===== config.mk =====
export PLATFORM = sky130hd
export DESIGN_NAME = spinand_seq
export DESIGN_NICKNAME = d
export VERILOG_FILES = /design/src/rtl/spinand_seq_pkg.sv /design/src/rtl/spinand_phase_ctl.sv /design/src/rtl/spinand_lane_shift.sv /design/src/rtl/spinand_seq.sv
export SDC_FILE = /design/constraint.sdc
export NUM_CORES = 1
export LEC_CHECK = 0
export BUFFER_PORTS_ARGS = -buffer_cell sky130_fd_sc_hd__buf_2
export CORE_MARGIN = 5
export CORE_UTILIZATION = 40
export DETAILED_ROUTE_END_ITERATION = 8
export MAX_ROUTING_LAYER = met4
export PLACE_DENSITY_LB_ADDON = 0.1
export SYNTH_ARGS = -nofsm -noshare
export SYNTH_HDL_FRONTEND = slang
export SYNTH_SLANG_ARGS = --single-unit

===== constraint.sdc =====
create_clock -name clk -period 3.2 [get_ports clk]
set_clock_uncertainty 0.1 [all_clocks]
set_input_delay 0.8 -clock clk [delete_from_list [all_inputs] [get_ports clk]]
set_output_delay 0.8 -clock clk [all_outputs]
set_load 0.005 [all_outputs]

===== src/rtl/spinand_seq_pkg.sv =====
`timescale 1ns/1ps
package spinand_seq_pkg;

  typedef enum logic [1:0] {
    PH_OPC   = 2'd0,
    PH_ADDR  = 2'd1,
    PH_DUMMY = 2'd2,
    PH_DATA  = 2'd3
  } phase_e;

  typedef enum logic [1:0] {
    ST_IDLE = 2'd0,
    ST_RUN  = 2'd1,
    ST_TAIL = 2'd2,
    ST_FIN  = 2'd3
  } state_e;

  typedef struct packed {
    logic   ok;
    phase_e ph;
  } nxt_t;

  // bit slots per byte minus one, per lane code
  function automatic logic [2:0] slots_m1(input logic [1:0] code);
    case (code)
      2'd0:    return 3'd7;
      2'd1:    return 3'd3;
      default: return 3'd1;
    endcase
  endfunction

  function automatic logic [3:0] lane_mask(input logic [1:0] code);
    case (code)
      2'd0:    return 4'b0001;
      2'd1:    return 4'b0011;
      default: return 4'b1111;
    endcase
  endfunction

  // first present phase after cur
  function automatic nxt_t next_phase(input phase_e cur, input logic has_a,
                                      input logic has_d, input logic has_x);
    nxt_t r;
    r.ok = 1'b0;
    r.ph = PH_DATA;
    case (cur)
      PH_OPC: begin
        if (has_a)      begin r.ok = 1'b1; r.ph = PH_ADDR;  end
        else if (has_d) begin r.ok = 1'b1; r.ph = PH_DUMMY; end
        else if (has_x) begin r.ok = 1'b1; r.ph = PH_DATA;  end
      end
      PH_ADDR: begin
        if (has_d)      begin r.ok = 1'b1; r.ph = PH_DUMMY; end
        else if (has_x) begin r.ok = 1'b1; r.ph = PH_DATA;  end
      end
      PH_DUMMY: begin
        if (has_x)      begin r.ok = 1'b1; r.ph = PH_DATA;  end
      end
      default: ;
    endcase
    return r;
  endfunction

  function automatic logic [3:0] out_bits(input logic [7:0] sh, input logic [1:0] code);
    case (code)
      2'd0:    return {3'b000, sh[7]};
      2'd1:    return {2'b00, sh[7:6]};
      default: return sh[7:4];
    endcase
  endfunction

  function automatic logic [7:0] shift_out(input logic [7:0] sh, input logic [1:0] code);
    case (code)
      2'd0:    return {sh[6:0], 1'b0};
      2'd1:    return {sh[5:0], 2'b00};
      default: return {sh[3:0], 4'b0000};
    endcase
  endfunction

  function automatic logic [7:0] shift_in(input logic [7:0] sh, input logic [1:0] code,
                                          input logic [3:0] io);
    case (code)
      2'd0:    return {sh[6:0], io[1]};
      2'd1:    return {sh[5:0], io[1:0]};
      default: return {sh[3:0], io[3:0]};
    endcase
  endfunction

endpackage


===== src/rtl/spinand_phase_ctl.sv =====
`timescale 1ns/1ps
module spinand_phase_ctl
  import spinand_seq_pkg::*;
#(
  parameter int AB_W  = 2,
  parameter int DUM_W = 3,
  parameter int LEN_W = 12
) (
  input  logic             clk,
  input  logic             rst_n,
  input  logic             req_valid,
  input  logic [AB_W-1:0]  req_addr_bytes,
  input  logic [1:0]       req_addr_lanes,
  input  logic [DUM_W-1:0] req_dummy_bytes,
  input  logic [1:0]       req_dummy_lanes,
  input  logic [LEN_W-1:0] req_data_len,
  input  logic [1:0]       req_data_lanes,
  input  logic             req_data_out,
  output logic             run,
  output phase_e           ph,
  output logic [1:0]       cur_code,
  output logic             data_out,
  output logic             ev_start,
  output logic             ev_rise,
  output logic             ev_fall,
  output logic             slot_last,
  output logic             ev_load,
  output phase_e           load_ph,
  output logic             sclk,
  output logic             cs_n,
  output logic             done,
  output logic             req_ready
);

  state_e           st;
  logic             half;
  logic [2:0]       slot;
  logic [LEN_W-1:0] bcnt;
  logic [AB_W-1:0]  abytes;
  logic [DUM_W-1:0] dbytes;
  logic [LEN_W-1:0] dlen;
  logic [1:0]       a_code, d_code, x_code;
  nxt_t             nxt;
  logic             more_same;

  function automatic logic [1:0] code_of(input phase_e p);
    case (p)
      PH_ADDR:  return a_code;
      PH_DUMMY: return d_code;
      PH_DATA:  return x_code;
      default:  return 2'd0;
    endcase
  endfunction

  function automatic logic [LEN_W-1:0] init_of(input phase_e p);
    case (p)
      PH_ADDR:  return LEN_W'(abytes) - LEN_W'(1);
      PH_DUMMY: return LEN_W'(dbytes) - LEN_W'(1);
      PH_DATA:  return dlen - LEN_W'(1);
      default:  return '0;
    endcase
  endfunction

  assign nxt       = next_phase(ph, abytes != '0, dbytes != '0, dlen != '0);
  assign run       = (st == ST_RUN);
  assign ev_start  = (st == ST_IDLE) && req_valid;
  assign ev_rise   = run && !half;
  assign ev_fall   = run && half;
  assign slot_last = (slot == 3'd0);
  assign more_same = (bcnt != '0);
  assign ev_load   = ev_fall && slot_last && (more_same || nxt.ok);
  assign load_ph   = more_same ? ph : nxt.ph;
  assign cur_code  = code_of(ph);

  assign sclk      = run && half;
  assign cs_n      = !(run || st == ST_TAIL);
  assign done      = (st == ST_FIN);
  assign req_ready = (st == ST_IDLE);

  always_ff @(posedge clk or negedge rst_n) begin
    if (!rst_n) begin
      st       <= ST_IDLE;
      ph       <= PH_OPC;
      half     <= 1'b0;
      slot     <= 3'd0;
      bcnt     <= '0;
      abytes   <= '0;
      dbytes   <= '0;
      dlen     <= '0;
      a_code   <= 2'd0;
      d_code   <= 2'd0;
      x_code   <= 2'd0;
      data_out <= 1'b0;
    end else begin
      case (st)
        ST_IDLE: if (req_valid) begin
          abytes   <= req_addr_bytes;
          dbytes   <= req_dummy_bytes;
          dlen     <= req_data_len;
          a_code   <= req_addr_lanes;
          d_code   <= req_dummy_lanes;
          x_code   <= req_data_lanes;
          data_out <= req_data_out;
          ph       <= PH_OPC;
          half     <= 1'b0;
          slot     <= 3'd7;
          bcnt     <= '0;
          st       <= ST_RUN;
        end
        ST_RUN: begin
          half <= !half;
          if (half) begin
            if (!slot_last) begin
              slot <= slot - 3'd1;
            end else if (more_same) begin
              bcnt <= bcnt - LEN_W'(1);
              slot <= slots_m1(cur_code);
            end else if (nxt.ok) begin
              ph   <= nxt.ph;
              bcnt <= init_of(nxt.ph);
              slot <= slots_m1(code_of(nxt.ph));
            end else begin
              st <= ST_TAIL;
            end
          end
        end
        ST_TAIL: st <= ST_FIN;
        default: st <= ST_IDLE;
      endcase
    end
  end

endmodule


===== src/rtl/spinand_lane_shift.sv =====
`timescale 1ns/1ps
module spinand_lane_shift
  import spinand_seq_pkg::*;
#(
  parameter int ADDR_MAX_BYTES = 3,
  parameter int AB_W           = 2,
  parameter int ADDR_W         = 24
) (
  input  logic              clk,
  input  logic              rst_n,
  input  logic              ev_start,
  input  logic [7:0]        req_opcode,
  input  logic [ADDR_W-1:0] req_addr,
  input  logic [AB_W-1:0]   req_addr_bytes,
  input  logic              run,
  input  phase_e            ph,
  input  logic [1:0]        cur_code,
  input  logic              data_out,
  input  logic              ev_rise,
  input  logic              ev_fall,
  input  logic              slot_last,
  input  logic              ev_load,
  input  phase_e            load_ph,
  input  logic [7:0]        tx_data,
  input  logic [3:0]        io_in,
  output logic [3:0]        io_out,
  output logic [3:0]        io_oe,
  output logic              rx_valid,
  output logic [7:0]        rx_data
);

  logic [7:0]        sh;
  logic [ADDR_W-1:0] addr_sh;
  logic              drive;
  logic              capture;

  // left-align the selected low-order address bytes
  function automatic logic [ADDR_W-1:0] align_addr(input logic [ADDR_W-1:0] a,
                                                    input logic [AB_W-1:0] n);
    return a << (8 * (ADDR_MAX_BYTES - int'(n)));
  endfunction

  assign drive   = run && (ph == PH_OPC || ph == PH_ADDR || (ph == PH_DATA && data_out));
  assign capture = run && ph == PH_DATA && !data_out;
  assign io_out  = drive ? out_bits(sh, cur_code) : 4'b0000;
  assign io_oe   = drive ? lane_mask(cur_code) : 4'b0000;

  always_ff @(posedge clk or negedge rst_n) begin
    if (!rst_n) begin
      sh       <= '0;
      addr_sh  <= '0;
      rx_valid <= 1'b0;
      rx_data  <= '0;
    end else begin
      rx_valid <= 1'b0;
      if (ev_start) begin
        sh      <= req_opcode;
        addr_sh <= align_addr(req_addr, req_addr_bytes);
      end else if (ev_load) begin
        case (load_ph)
          PH_ADDR: begin
            sh      <= addr_sh[ADDR_W-1 -: 8];
            addr_sh <= addr_sh << 8;
          end
          PH_DATA: sh <= data_out ? tx_data : 8'h00;
          default: sh <= 8'h00;
        endcase
      end else if (ev_fall && !slot_last && drive) begin
        sh <= shift_out(sh, cur_code);
      end else if (ev_rise && capture) begin
        sh <= shift_in(sh, cur_code, io_in);
        if (slot_last) begin
          rx_valid <= 1'b1;
          rx_data  <= shift_in(sh, cur_code, io_in);
        end
      end
    end
  end

endmodule


===== src/rtl/spinand_seq.sv =====
`timescale 1ns/1ps
module spinand_seq
  import spinand_seq_pkg::*;
#(
  parameter int ADDR_MAX_BYTES = 3,
  parameter int DUM_W          = 3,
  parameter int LEN_W          = 12,
  localparam int AB_W          = $clog2(ADDR_MAX_BYTES + 1),
  localparam int ADDR_W        = 8 * ADDR_MAX_BYTES
) (
  input  logic              clk,
  input  logic              rst_n,
  input  logic              req_valid,
  output logic              req_ready,
  input  logic [7:0]        req_opcode,
  input  logic [ADDR_W-1:0] req_addr,
  input  logic [AB_W-1:0]   req_addr_bytes,
  input  logic [1:0]        req_addr_lanes,
  input  logic [DUM_W-1:0]  req_dummy_bytes,
  input  logic [1:0]        req_dummy_lanes,
  input  logic [LEN_W-1:0]  req_data_len,
  input  logic [1:0]        req_data_lanes,
  input  logic              req_data_out,
  output logic              tx_req,
  input  logic [7:0]        tx_data,
  output logic              rx_valid,
  output logic [7:0]        rx_data,
  output logic              done,
  output logic              sclk,
  output logic              cs_n,
  output logic [3:0]        io_out,
  output logic [3:0]        io_oe,
  input  logic [3:0]        io_in
);

  // named internal events, also used by the checker
  logic       run;
  phase_e     ph;
  logic [1:0] cur_code;
  logic       data_out;
  logic       ev_start, ev_rise, ev_fall, slot_last, ev_load;
  phase_e     load_ph;
  logic       in_dummy;

  assign tx_req   = ev_load && load_ph == PH_DATA && data_out;
  assign in_dummy = run && ph == PH_DUMMY;

  spinand_phase_ctl #(
    .AB_W (AB_W),
    .DUM_W(DUM_W),
    .LEN_W(LEN_W)
  ) u_ctl (
    .clk            (clk),
    .rst_n          (rst_n),
    .req_valid      (req_valid),
    .req_addr_bytes (req_addr_bytes),
    .req_addr_lanes (req_addr_lanes),
    .req_dummy_bytes(req_dummy_bytes),
    .req_dummy_lanes(req_dummy_lanes),
    .req_data_len   (req_data_len),
    .req_data_lanes (req_data_lanes),
    .req_data_out   (req_data_out),
    .run            (run),
    .ph             (ph),
    .cur_code       (cur_code),
    .data_out       (data_out),
    .ev_start       (ev_start),
    .ev_rise        (ev_rise),
    .ev_fall        (ev_fall),
    .slot_last      (slot_last),
    .ev_load        (ev_load),
    .load_ph        (load_ph),
    .sclk           (sclk),
    .cs_n           (cs_n),
    .done           (done),
    .req_ready      (req_ready)
  );

  spinand_lane_shift #(
    .ADDR_MAX_BYTES(ADDR_MAX_BYTES),
    .AB_W          (AB_W),
    .ADDR_W        (ADDR_W)
  ) u_shift (
    .clk           (clk),
    .rst_n         (rst_n),
    .ev_start      (ev_start),
    .req_opcode    (req_opcode),
    .req_addr      (req_addr),
    .req_addr_bytes(req_addr_bytes),
    .run           (run),
    .ph            (ph),
    .cur_code      (cur_code),
    .data_out      (data_out),
    .ev_rise       (ev_rise),
    .ev_fall       (ev_fall),
    .slot_last     (slot_last),
    .ev_load       (ev_load),
    .load_ph       (load_ph),
    .tx_data       (tx_data),
    .io_in         (io_in),
    .io_out        (io_out),
    .io_oe         (io_oe),
    .rx_valid      (rx_valid),
    .rx_data       (rx_data)
  );

endmodule


== Yosys cells after proc, flatten, opt, wreduce, memory -nomap -nowiden ==
Index checks and enable logic that the tools add are counted.
W data, S select, Z words.

* Register bits after elaboration: 85
* Memories kept: 0
* Input port bits: 71
* RAM bits: 0
* Output and inout bits: 22
* Latch bits: 0
* Bits in read-only memories: 0

* Bitwise operators: 3
* $add $sub $neg: 6
* Divide/modulo/power cells: 0
* Magnitude comparators: 0
* Shifts and indexed selects: 1
* Eq/ne operators: 21
* Multiplexer cells: 61
* Multipliers: 0
* Reductions and logical operators: 43

{| class="wikitable"
|+ Operator list
! kind !! number
|-
| $mux W24 || 3
|-
| $mux W12 || 5
|-
| $pmux W8 S2 || 3
|-
| $mux W8 || 5
|-
| $pmux W12 S3 || 1
|-
| $mux W2 || 16
|-
| $shl A24 B32 Y24 || 1
|-
| $mux W3 || 8
|-
| $pmux W12 S2 || 1
|-
| $reduce_bool A12 Y1 || 2
|-
| $sub A12 B1 Y12 const B || 2
|-
| $pmux W2 S3 || 3
|-
| $pmux W3 S2 || 3
|-
| $pmux W4 S2 || 2
|-
| $reduce_and A5 Y1 || 3
|-
| $eq A2 B2 Y1 const B || 7
|-
| $logic_and A1 B1 Y1 || 14
|-
| $eq A2 B1 Y1 const B || 6
|-
| $ne A2 B2 Y1 const B || 6
|-
| $pmux W3 S3 || 1
|-
| $logic_not A2 Y1 || 4
|-
| $mux W4 || 2
|-
| $reduce_bool A2 Y1 || 4
|-
| $mux W1 || 6
|-
| other kinds (17) || 27
|}

== Logic depth before layout (Yosys ltp) ==
Gate-level depths: netlist of the first run.

* Word-level depth: 19
* Mapped depth: 12
* Gate-level depth less buffers: 9

== By module ==
From an unflattened synthesis of the first run, not the netlist that was laid out.

* Cell total of the unflattened synthesis: 577
* Area, all modules: 5515.3 um^2

{| class="wikitable"
|+ By module, submodules not included
! module !! sequential area each (um^2) !! instances !! area each (um^2) !! cells each
|-
| spinand_phase_ctl || 1101.1 || 1 || 2974.1 || 326
|-
| spinand_lane_shift || 1026.0 || 1 || 2532.4 || 250
|-
| spinand_seq || 0.0 || 1 || 8.8 || 1
|}

== Least setup slack after synthesis of the first run ==
No wires, ideal clock.

* Kind: reg-to-output
* Start point: register u_ctl.bcnt[0]
* End point: output port tx_req
* Required time: 2.300 ns
* Setup slack: -0.174 ns
* Cell stages (with the launch flop): 8
* Arrival: 2.474 ns
* Path through: dfrtp_1 -> inv_1 -> ha_1 -> or4b_1 -> nor4_1 -> mux2i_1 -> clkbuf_1 -> and3_2

* Word-level cells in the longest chain between the ends: 5

{| class="wikitable"
|+ RTL lines
! what !! RTL line !! text
|-
| start: declaration || spinand_phase_ctl.sv:38 || <nowiki>logic [LEN_W-1:0] bcnt;</nowiki>
|-
| start signal: assignment || spinand_phase_ctl.sv:116 || <nowiki>bcnt <= bcnt - LEN_W'(1);</nowiki>
|-
| start signal: assignment || spinand_phase_ctl.sv:120 || <nowiki>bcnt <= init_of(nxt.ph);</nowiki>
|-
| $reduce_bool A12 Y1 (*) || spinand_phase_ctl.sv:70 || <nowiki>assign more_same = (bcnt != '0);</nowiki>
|-
| $mux W2 or $logic_or A1 B1 Y1 (tied branches) || spinand_phase_ctl.sv:72, spinand_phase_ctl.sv:71 ||
|-
| $eq A2 B2 Y1 or $logic_and A1 B1 Y1 (tied branches) || spinand_seq.sv:45, spinand_phase_ctl.sv:71 ||
|-
| $logic_and A1 B1 Y1 (*) (2 in a row) || spinand_seq.sv:45 || <nowiki>assign tx_req = ev_load && load_ph == PH_DATA && data_out;</nowiki>
|-
| end: declaration || spinand_seq.sv:24 || <nowiki>output logic tx_req,</nowiki>
|}

Mark *: on every way between the ends. The rest lies on a longest branch, timed or not.

== Worst setup path in the final report of the first run ==
Same ends and word-level chain as after synthesis.

==> metrics, run 1 <==
Post-synth top cells nand2_1 (106), dfrtp_1 (85), o21ai_0 (58); Clock Path Buffers 2; fmax 0.288 GHz; crit path max fanout 4; Layout area overhead 22.5%; GRT Util Overall 21.0%; number of DRC markers in iteration 0 456; grt ovf 0; clock power share 19.5%; Pwr Total 5750 µW; slack of the critical path -0.274 ns; drt first pass iters 6; DRC Markers 0; Comb power frac 48.3%; fin crit period 3.47 ns; status complete, but fails checks; Final Cell Area 0.00679 mm²; Detail Route Antenna Nets 0; failing checks negative setup slack; Max Cap Viol 0; pwr/cell area 847 mW/mm²; synthesized cell area 0.00554 mm²; vias in the first global route 5313; Worst-Skew Late Latency 0.35 ns; slew at the pin with the worst max-slew slack 0.562 ns; Mean Syn Cell Area 8.36 µm²; gpl congestion 0.890; H-tree lvl count 3; Total Routed Length 16.4 mm; CP delay by family, top simple AND/OR/NAND/NOR gates; most numerous cell in the Yosys netlist nand2_1; first-pass GRT wire length 27.0 mm; Initial Util 40.4%; area of the core 0.0137 mm²; Post-synth EDFFs 0; I/O Buffers 92; LEAKAGE 0.00315 µW; Sequential Power Share 32.2%; switching share of power 43.0%; Placed Instance Area 0.00629 mm²; CTS tree yes; Reg-to-Reg Start u_ctl.bcnt[0]; peak supply drop 0.000327 V; DP Cell Count 923; flops & latches, synth 85; DIE HEIGHT 128 µm; ranking of synthesized cells by area dfrtp_1 (38%), nand2_1 (7.2%), o21ai_0 (5.2%); Synth cell types 69; die area 0.0163 mm²; Slew headroom 62.5%; syn_nets 751; I/O pin count 93; Critical Path Slowest Stage Cell or4_4; ANT cells 0; pre-CTS setup slack 0.0718 ns; fraction of layout cells with a size suffix above 1 25.3%; critical path class reg2out; worst endpoint required time 2.30 ns; CTS Root Cell clkbuf_16; antenna violations before repair 0; largest area contributor in the netlist dfrtp_1; Warnings, synthesis 0; Largest stage delay, worst path 0.48 ns; Final HPWL DP 11.9 mm; RSZ-0062 raised after global routing true; Die Width 128 µm; Seq/Total Area, Yosys 38.4%; Final Setup Violations 1; CP Launch Type flop; dominant synthesized flop cell dfrtp_1; clock slew at reported path FFs 0.06 ns; Critical Path AT 2.57 ns; area share of the largest cell type after synthesis 38.4%; crit-path cells inv_2 -> ha_1 -> or4b_4 -> or4_4 -> a211oi_4 -> a32o_2 -> and3_4 -> buf_2; Final Max Slew Viols 0; wire per inst 17.2 µm; largest net degree at the start of global routing 86; non-filler cells, final 954; P_sw 2470 µW; nets 858; Post-Synthesis Cells 663; number of vias per cell 5.75; TritonCTS Buffers 9; final period utilization 109%; crit end category output pin; Worst Path Buf+Inv 2; post-layout util 49.5%; HP Class in2async; via count 5482; Final Hold Fails 0; clock sinks 85; Int Pwr 3280 µW; asr flop ratio synth 100%; Crit. Startpoint u_ctl.bcnt[0]; Placement Rows 43
[state kept, by name, indices dropped and copies added (netlist names)]
register / flops
u_ctl.a_code: 2
u_ctl.slot: 3
u_shift.addr_sh: 24
u_ctl.dbytes: 3
u_shift.rx_valid: 1
u_shift.sh: 8
u_shift.rx_data: 8
u_ctl.ph: 2
u_ctl.dlen: 12
u_ctl.x_code: 2
u_ctl.abytes: 2
u_ctl.d_code: 2
u_ctl.st: 2
u_ctl.bcnt: 12
u_ctl.half: 1
u_ctl.data_out: 1
[layout make-up]
class,count,area [µm²]
fillers,1350,6930
multi-input cells,509,3180
flip-flops and latches,85,2130
repair buffers,141,847
clock buffers,10,239
well taps,180,225
inverters,24,92.6
clock inverters,5,75.1
[final timing paths]
path	end	cells past startpoint	slack, ns
max	tx_req	8	-0.27
min	u_ctl.st[0]	2	0.37
max reg2reg	u_shift.addr_sh[23]	11	0.26
min reg2reg	u_shift.rx_data[4]	2	0.37
max in group asynchronous	u_ctl.dbytes[1]	2	2.23
min in group clk	u_shift.rx_data[4]	2	0.37
[layer usage]
| layer | vias to the layer above | GRT usage, % | routed length (µm) |
|---|---|---|---|
| met2 | 173 | 31.3 | 7410 |
| met5 | - | - | 0 |
| met1 | 2629 | 29.9 | 7830 |
| met4 | 0 | 6.05 | 251 |
| met3 | 25 | 2.96 | 918 |
| li1 | 2655 | - | - |
[cell usage in the layout (no fill, tap or decap), types with 3 or more instances in the layout]
cell type,count
nand3_1,42
buf_4,48
or4_1,5
nor2_1,42
ha_1,13
nor3_1,16
a21oi_1,17
nand4_1,9
or2b_1,3
a21o_1,13
mux2_2,10
a31oi_1,30
clkinv_2,3
nor2b_1,6
o21ai_0,57
dfrtp_1,83
a22o_1,8
nor4_1,3
o22ai_1,18
clkbuf_16,9
inv_1,19
o31ai_1,5
or3_1,4
a221oi_1,7
nand2b_1,3
and3_1,8
o22a_1,7
inv_2,4
xnor2_1,5
buf_2,91
ha_4,3
xor2_1,4
mux2i_1,12
nand2_1,105
[per-stage QoR]
step                      setup TNS [ns]  hold WS, ns
after floorplan                  -0.0747        0.369
after global placement                 0        0.357
after detailed placement               0        0.365
after CTS                         -0.310        0.379
after global routing              -0.380        0.389
final                             -0.274        0.371
[cells by family (layout without fill, tap and decap cells)]
| group | count (synthesis) | count (layout) | share of synthesized area, % |
|---|---|---|---|
| adders and majority gates | 17 | 17 | 3.84 |
| AOI/OAI and AO/OA | 197 | 197 | 24.0 |
| buffers and inverters | 69 | 180 | 5.53 |
| DFF | 85 | 85 | 38.4 |
| and+or+nand+nor | 263 | 263 | 22.4 |
| xor gates and xnor gates | 9 | 9 | 1.42 |
| muxes | 23 | 23 | 4.38 |
[repair_timing]
action                     in CTS  in global routing
pin swaps                       2                  6
hold buffers                    0                  0
gates resized for setup         8                 10
setup endpoints to repair       6                  8
buffers inserted                6                 10
[power groups by stage]
stage          Clock, µW  Sequential (µW)  Combinational [µW]
6_report            1120             1850                2780
3_5_place_dp           0             1850                2740
5_1_grt             1190             1910                3120
3_3_place_gp           0             1840                2700
2_1_floorplan          0             1700                2000
4_1_cts             1150             1840                2760
(Power assumes the default switching activity.)
==> run 2, diff against run 1 <==
Settings changed: CORE_UTILIZATION 40 to 52.
==> run 2 against run 1 <==
Against the previous run: the run still ends with negative setup slack left; critical path type unchanged; clock power down 30%; sequential share of layout area increased by 1.3 points; worst setup slack worse by 0.060 ns; final cell count down 5.8%; combinational power about the same; via count down 0.36%; first-iteration DRC count grew 15%.
==> metrics, run 2 (same netlist as run 1, synthesis figures left out) <==
status complete, but fails checks (unchanged); failing checks negative setup slack (unchanged); slack of the critical path -0.335 ns (was -0.274 ns); Comb power frac 51.2% (was 48.3%); commonest cells after routing, fill and taps aside nand2_1 (104), buf_2 (91), dfrtp_1 (83) (was nand2_1 (105), buf_2 (91), dfrtp_1 (83)); ANT cells 0 (unchanged); number of vias per cell 6.08 (was 5.75); first-pass GRT wire length 25.9 mm (was 27.0 mm); clock slew at reported path FFs 0.08 ns (was 0.06 ns); commonest non-fill, non-tap cell in the layout nand2_1 (unchanged); Final Max Slew Viols 0 (unchanged); Final Setup Violations 1 (unchanged); number of DRC markers in iteration 0 525 (was 456); CTS Root Cell clkbuf_8 (was clkbuf_16); critical path class reg2out (unchanged); Die Width 113 µm (was 128 µm); nets 846 (was 858); Sequential Power Share 34.2% (was 32.2%); Hold-fix buffers, CTS 0 (unchanged); final period utilization 110% (was 109%); slew at the pin with the worst max-slew slack 0.711 ns (was 0.562 ns); gpl congestion 0.961 (was 0.890); fmax 0.283 GHz (was 0.288 GHz); fin crit period 3.53 ns (was 3.47 ns); vias in the first global route 5126 (was 5313); Critical Path AT 2.63 ns (was 2.57 ns); max FFs per register 24 (unchanged); wire per inst 17.4 µm (was 17.2 µm); Final HPWL DP 11.5 mm (was 11.9 mm); CTS tree yes (unchanged); LEAKAGE 0.00304 µW (was 0.00315 µW); I/O Buffers 92 (unchanged); drt first pass iters 6 (unchanged); GRT Util Overall 25.3% (was 21.0%); switching share of power 44.7% (was 43.0%); worst endpoint required time 2.30 ns (about the same); Final Hold Fails 0 (unchanged); I/O pin count 93 (unchanged); Largest regs u_shift.addr_sh (24), u_ctl.bcnt (12), u_ctl.dlen (12) (unchanged); area of the core 0.0104 mm² (was 0.0137 mm²); Worst-Skew Late Latency 0.36 ns (was 0.35 ns); Slew headroom 52.0% (was 62.5%); pre-CTS setup slack 0.0448 ns (was 0.0718 ns); P_sw 2420 µW (was 2470 µW); fraction of layout cells with a size suffix above 1 23.5% (was 25.3%); Total Routed Length 15.7 mm (was 16.4 mm); Max Cap Viol 0 (unchanged); clock power share 14.6% (was 19.5%); crit end category output pin (unchanged); clock sinks 85 (unchanged); HP Class in2async (unchanged); grt ovf 0 (unchanged); TritonCTS Buffers 9 (unchanged); peak supply drop 0.000463 V (was 0.000327 V); Detail Route Antenna Nets 0 (unchanged); post-layout util 62.8% (was 49.5%); Layout area overhead 17.5% (was 22.5%); CP Launch Type flop (unchanged); DRC Markers 0 (unchanged); die area 0.0128 mm² (was 0.0163 mm²); DP Cell Count 876 (was 923); antenna violations before repair 0 (unchanged); pwr/cell area 830 mW/mm² (was 847 mW/mm²); largest net degree at the start of global routing 65 (was 86); non-filler cells, final 899 (was 954); Most flops, register u_shift.addr_sh (unchanged); crit path max fanout 4 (unchanged); Int Pwr 2990 µW (was 3280 µW); Clock Path Buffers 2 (unchanged); via count 5462 (was 5482); Initial Util 53.4% (was 40.4%); Placement Rows 37 (was 43); DIE HEIGHT 113 µm (was 128 µm); RSZ-0062 raised after global routing true (unchanged); Worst Reg-to-Reg Cells 10 (was 11); H-tree lvl count 3 (unchanged)
## run 2: cell type report
class	instances	area [µm²]
clock buffer	13	159
clock inverter	3	43.8
fill	934	3860
inverter	24	90.1
multi-input combinational	509	3150
sequential	85	2130
tap	136	170
timing repair buffer	129	766
## run 2: routing by layer
| layer | vias up | track usage [%] | part of all wire [%] |
|---|---|---|---|
| li1 | 2624 | - | - |
| met1 | 2630 | 36.1 | 47 |
| met2 | 191 | 38.5 | 46 |
| met3 | 17 | 3.80 | 6.2 |
| met4 | 0 | 4.89 | 0.92 |
| met5 | - | - | 0 |
## run 2: stage by stage
step / power, µW / hold slack [ns] / area (µm²) / TNS [ns]
floorplan: 3700 / 0.369 / 5550 / -0.0747
global placement: 4490 / 0.358 / 6220 / 0
detailed placement: 4570 / 0.366 / 6220 / 0
CTS: 5380 / 0.311 / 6460 / -0.352
global route: 5820 / 0.337 / 6510 / -0.434
finish: 5410 / 0.309 / 6510 / -0.335
## run 2: path summary, 6_finish.rpt
| kind | slack, ns | end | startpoint |
|---|---|---|---|
| worst min register to register | 0.38 | u_shift.rx_data[4] | u_shift.rx_data[4] |
| min in group clk | 0.38 | u_shift.rx_data[4] | u_shift.rx_data[4] |
| max in group asynchronous | 2.05 | u_shift.addr_sh[19] | rst_n |
| worst max-delay path | -0.33 | tx_req | u_ctl.bcnt[1] |
| worst min-delay path | 0.31 | u_ctl.bcnt[9] | rst_n |
| worst max register to register | 0.30 | u_shift.addr_sh[6] | u_ctl.bcnt[1] |
## run 2: critical path: stages, from the launching register on
cell and delay, ns:
dfrtp_1 0.40, inv_2 0.08, ha_1 0.15, or4b_4 0.48, or4_4 0.48, a211oi_4 0.20
a32o_2 0.18, and3_4 0.20, buf_2 0.12
## run 2: power by group through the flow
stage | sequential, µW | combinational (µW) | clock, µW
detailed placement | 1860 | 2720 | 0
global placement | 1830 | 2660 | 0
floorplan | 1700 | 2000 | 0
CTS | 1830 | 2740 | 807
global route | 1900 | 3080 | 848
finish | 1850 | 2770 | 788
## run 2: repair_timing
item,4_1_cts,5_1_grt
gates cloned,0,0
gates resized for setup,1,8
buffers inserted,4,3
pin swaps,1,3
setup endpoints to repair,4,5
==> run 3, diff against run 2 <==
Settings changed: ABC_AREA set to 0, BUFFER_PORTS_ARGS -buffer_cell sky130_fd_sc_hd__buf_2 to unset, CORE_ASPECT_RATIO set to 1.4, CORE_UTILIZATION 52 to 55, DONT_BUFFER_PORTS set to 1.
==> run 3 against run 2 <==
Against the previous run: final cell count decreased by 11%; clock power grew 25%; the run still ends with negative setup slack left; sequential cell count unchanged; sequential power is essentially flat; critical endpoint unchanged; power increased by 0.82%; critical path type unchanged; routed wire length rose by 0.15%; via count fell by 6.4%; worst setup slack better by 0.069 ns; worst hold slack lost 0.26 ns; non-clock buffer count down 102; sequential share of layout area is 2.7 points higher.
==> metrics, run 3 (same netlist as run 1, synthesis figures left out) <==
Placement Rows 43 (was 37); ANT cells 0 (unchanged); Layout area overhead 8.56% (was 17.5%); nets 744 (was 846); DIE HEIGHT 129 µm (was 113 µm); DRC Markers 0 (unchanged); antenna violations before repair 0 (unchanged); number of DRC markers in iteration 0 343 (was 525); area of the core 0.00990 mm² (was 0.0104 mm²); R2R Path End u_shift.addr_sh[17] (was u_shift.addr_sh[6]); fraction of layout cells with a size suffix above 1 11.0% (was 23.5%); CTS tree yes (unchanged); fin crit period 3.47 ns (was 3.53 ns); TritonCTS Buffers 9 (unchanged); slack of the critical path -0.266 ns (was -0.335 ns); final period utilization 108% (was 110%); drt first pass iters 5 (was 6); setup TNS -0.282 ns (was -0.335 ns); I/O Buffers 0 (was 92); number of vias per cell 6.42 (was 6.08); internal reg-to-reg setup slack -0.01 ns (was 0.30 ns); gpl congestion 0.950 (was 0.961); Hold-fix buffers, CTS 0 (unchanged); peak supply drop 0.000409 V (was 0.000463 V); clock sinks 85 (unchanged); HP Class in2async (unchanged); via count 5110 (was 5462); Crit. Startpoint u_ctl.bcnt[0] (was u_ctl.bcnt[1]); Total Routed Length 15.7 mm (about the same); critical path class reg2out (unchanged); post-layout util 60.8% (was 62.8%); area of the multi-input gates 0.00313 mm² (was 0.00315 mm²); Final Setup Violations 3 (was 1); fmax 0.289 GHz (was 0.283 GHz); RSZ-0062 raised after global routing true (unchanged); Largest regs u_shift.addr_sh (24), u_ctl.bcnt (12), u_ctl.dlen (12) (unchanged); Worst Reg-to-Reg Cells 7 (was 10); Max Cap Viol 0 (unchanged); Register Area 0.00213 mm² (about the same); largest net degree at the start of global routing 86 (was 65); pwr/cell area 906 mW/mm² (was 830 mW/mm²); clock slew at reported path FFs 0.06 ns (was 0.08 ns); Clock Path Buffers 2 (unchanged); H-tree lvl count 3 (unchanged); pre-CTS setup slack 0.0169 ns (was 0.0448 ns); failing checks negative setup slack (unchanged); vias in the first global route 5094 (was 5126); Pwr Total 5450 µW (was 5410 µW); Worst-Skew Late Latency 0.34 ns (was 0.36 ns); Slew headroom 23.8% (was 52.0%); CP endpoint tx_req (unchanged); Placed Instance Area 0.00569 mm² (was 0.00622 mm²); LEAKAGE 0.00262 µW (was 0.00304 µW); fill count 950 (was 934); status complete, but fails checks (unchanged); CTS Root Cell clkbuf_16 (was clkbuf_8); Critical Path AT 2.57 ns (was 2.63 ns); grt ovf 0 (unchanged); crit path max fanout 6 (was 4); Initial Util 56.0% (was 53.4%); Final Hold Fails 0 (unchanged); Reg-to-Reg Start u_ctl.bcnt[0] (was u_ctl.bcnt[1]); crit end category output pin (unchanged); die area 0.0122 mm² (was 0.0128 mm²); GRT Util Overall 27.2% (was 25.3%); Die Width 94.8 µm (was 113 µm); max FFs per register 24 (unchanged); Final Max Slew Viols 0 (unchanged); commonest cells after routing, fill and taps aside nand2_1 (105), dfrtp_1 (84), o21ai_0 (58) (was nand2_1 (104), buf_2 (91), dfrtp_1 (83)); slew at the pin with the worst max-slew slack 1.14 ns (was 0.711 ns); Most flops, register u_shift.addr_sh (unchanged); commonest non-fill, non-tap cell in the layout nand2_1 (unchanged); Final HPWL DP 11.6 mm (was 11.5 mm); Detail Route Antenna Nets 0 (unchanged); first-pass GRT wire length 25.2 mm (was 25.9 mm); Final Cell Area 0.00601 mm² (was 0.00651 mm²); CP Launch Type flop (unchanged); wire per inst 19.7 µm (was 17.4 µm); worst endpoint required time 2.30 ns (about the same); I/O pin count 93 (unchanged)
-- run 3: changes by cell type in the layout (fill, tap and decap cells not counted), moves of 2 or more --
| cell | change |
|---|---|
| buf_2 | -91 |
| buf_4 | -11 |
| clkbuf_16 | +9 |
| clkbuf_8 | -10 |
| clkinvlp_4 | +3 |
| ha_1 | +2 |
-- run 3: final cells by class --
cell class | count | share of cell area, %
multi-input combinational | 509 | 52.0
sequential | 85 | 35.4
clock buffer | 11 | 4.04
timing repair buffer | 27 | 3.64
tap | 135 | 2.81
inverter | 24 | 1.50
clock inverter | 5 | 0.603
-- run 3: layer usage --
layer | wire (µm) | global-route usage [%] | share of wire (%)
met1 | 6270 | 31.6 | 40
met2 | 8140 | 45.6 | 52
met3 | 684 | 4.15 | 4.4
met4 | 598 | 13.0 | 3.8
met5 | 0 | - | 0
-- run 3: critical path, cell delays in order (launching register included) --
cell	delay (ns)
dfrtp_1	0.41
inv_2	0.09
ha_1	0.15
or4b_4	0.49
or4_4	0.50
a211oi_4	0.21
a32o_2	0.19
and3_4	0.20
-- run 3: where the power goes --
| group | internal (µW) | leakage, µW | switching (µW) | total (µW) |
|---|---|---|---|---|
| combinational | 1050 | 0.00145 | 1540 | 2590 |
| clock | 548 | 0.000128 | 440 | 987 |
| sequential | 1460 | 0.00104 | 411 | 1870 |
-- run 3: timing repair --
item / in CTS / in global routing
resized for setup: 1 / 3
pin swaps: 1 / 1
endpoints found under the hold margin: 0 / 0
setup buffers: 4 / 1
endpoints found under the setup margin: 4 / 30
-- run 3: through the flow --
stage	hold WS [ns]	cells
floorplan	0.369	663
global placement	0.387	775
detailed placement	0.392	775
CTS	0.0421	795
global route	0.0357	796
finish	0.0505	796
-- run 3: worst min path at each step --
stage	to	slack [ns]
after global placement	u_shift.addr_sh[0]	0.39
after detailed placement	u_shift.addr_sh[0]	0.39
final	u_ctl.dbytes[2]	0.05
after CTS	u_ctl.bcnt[2]	0.04
after floorplan	u_ctl.slot[0]	0.37
after global routing	u_ctl.dbytes[2]	0.04
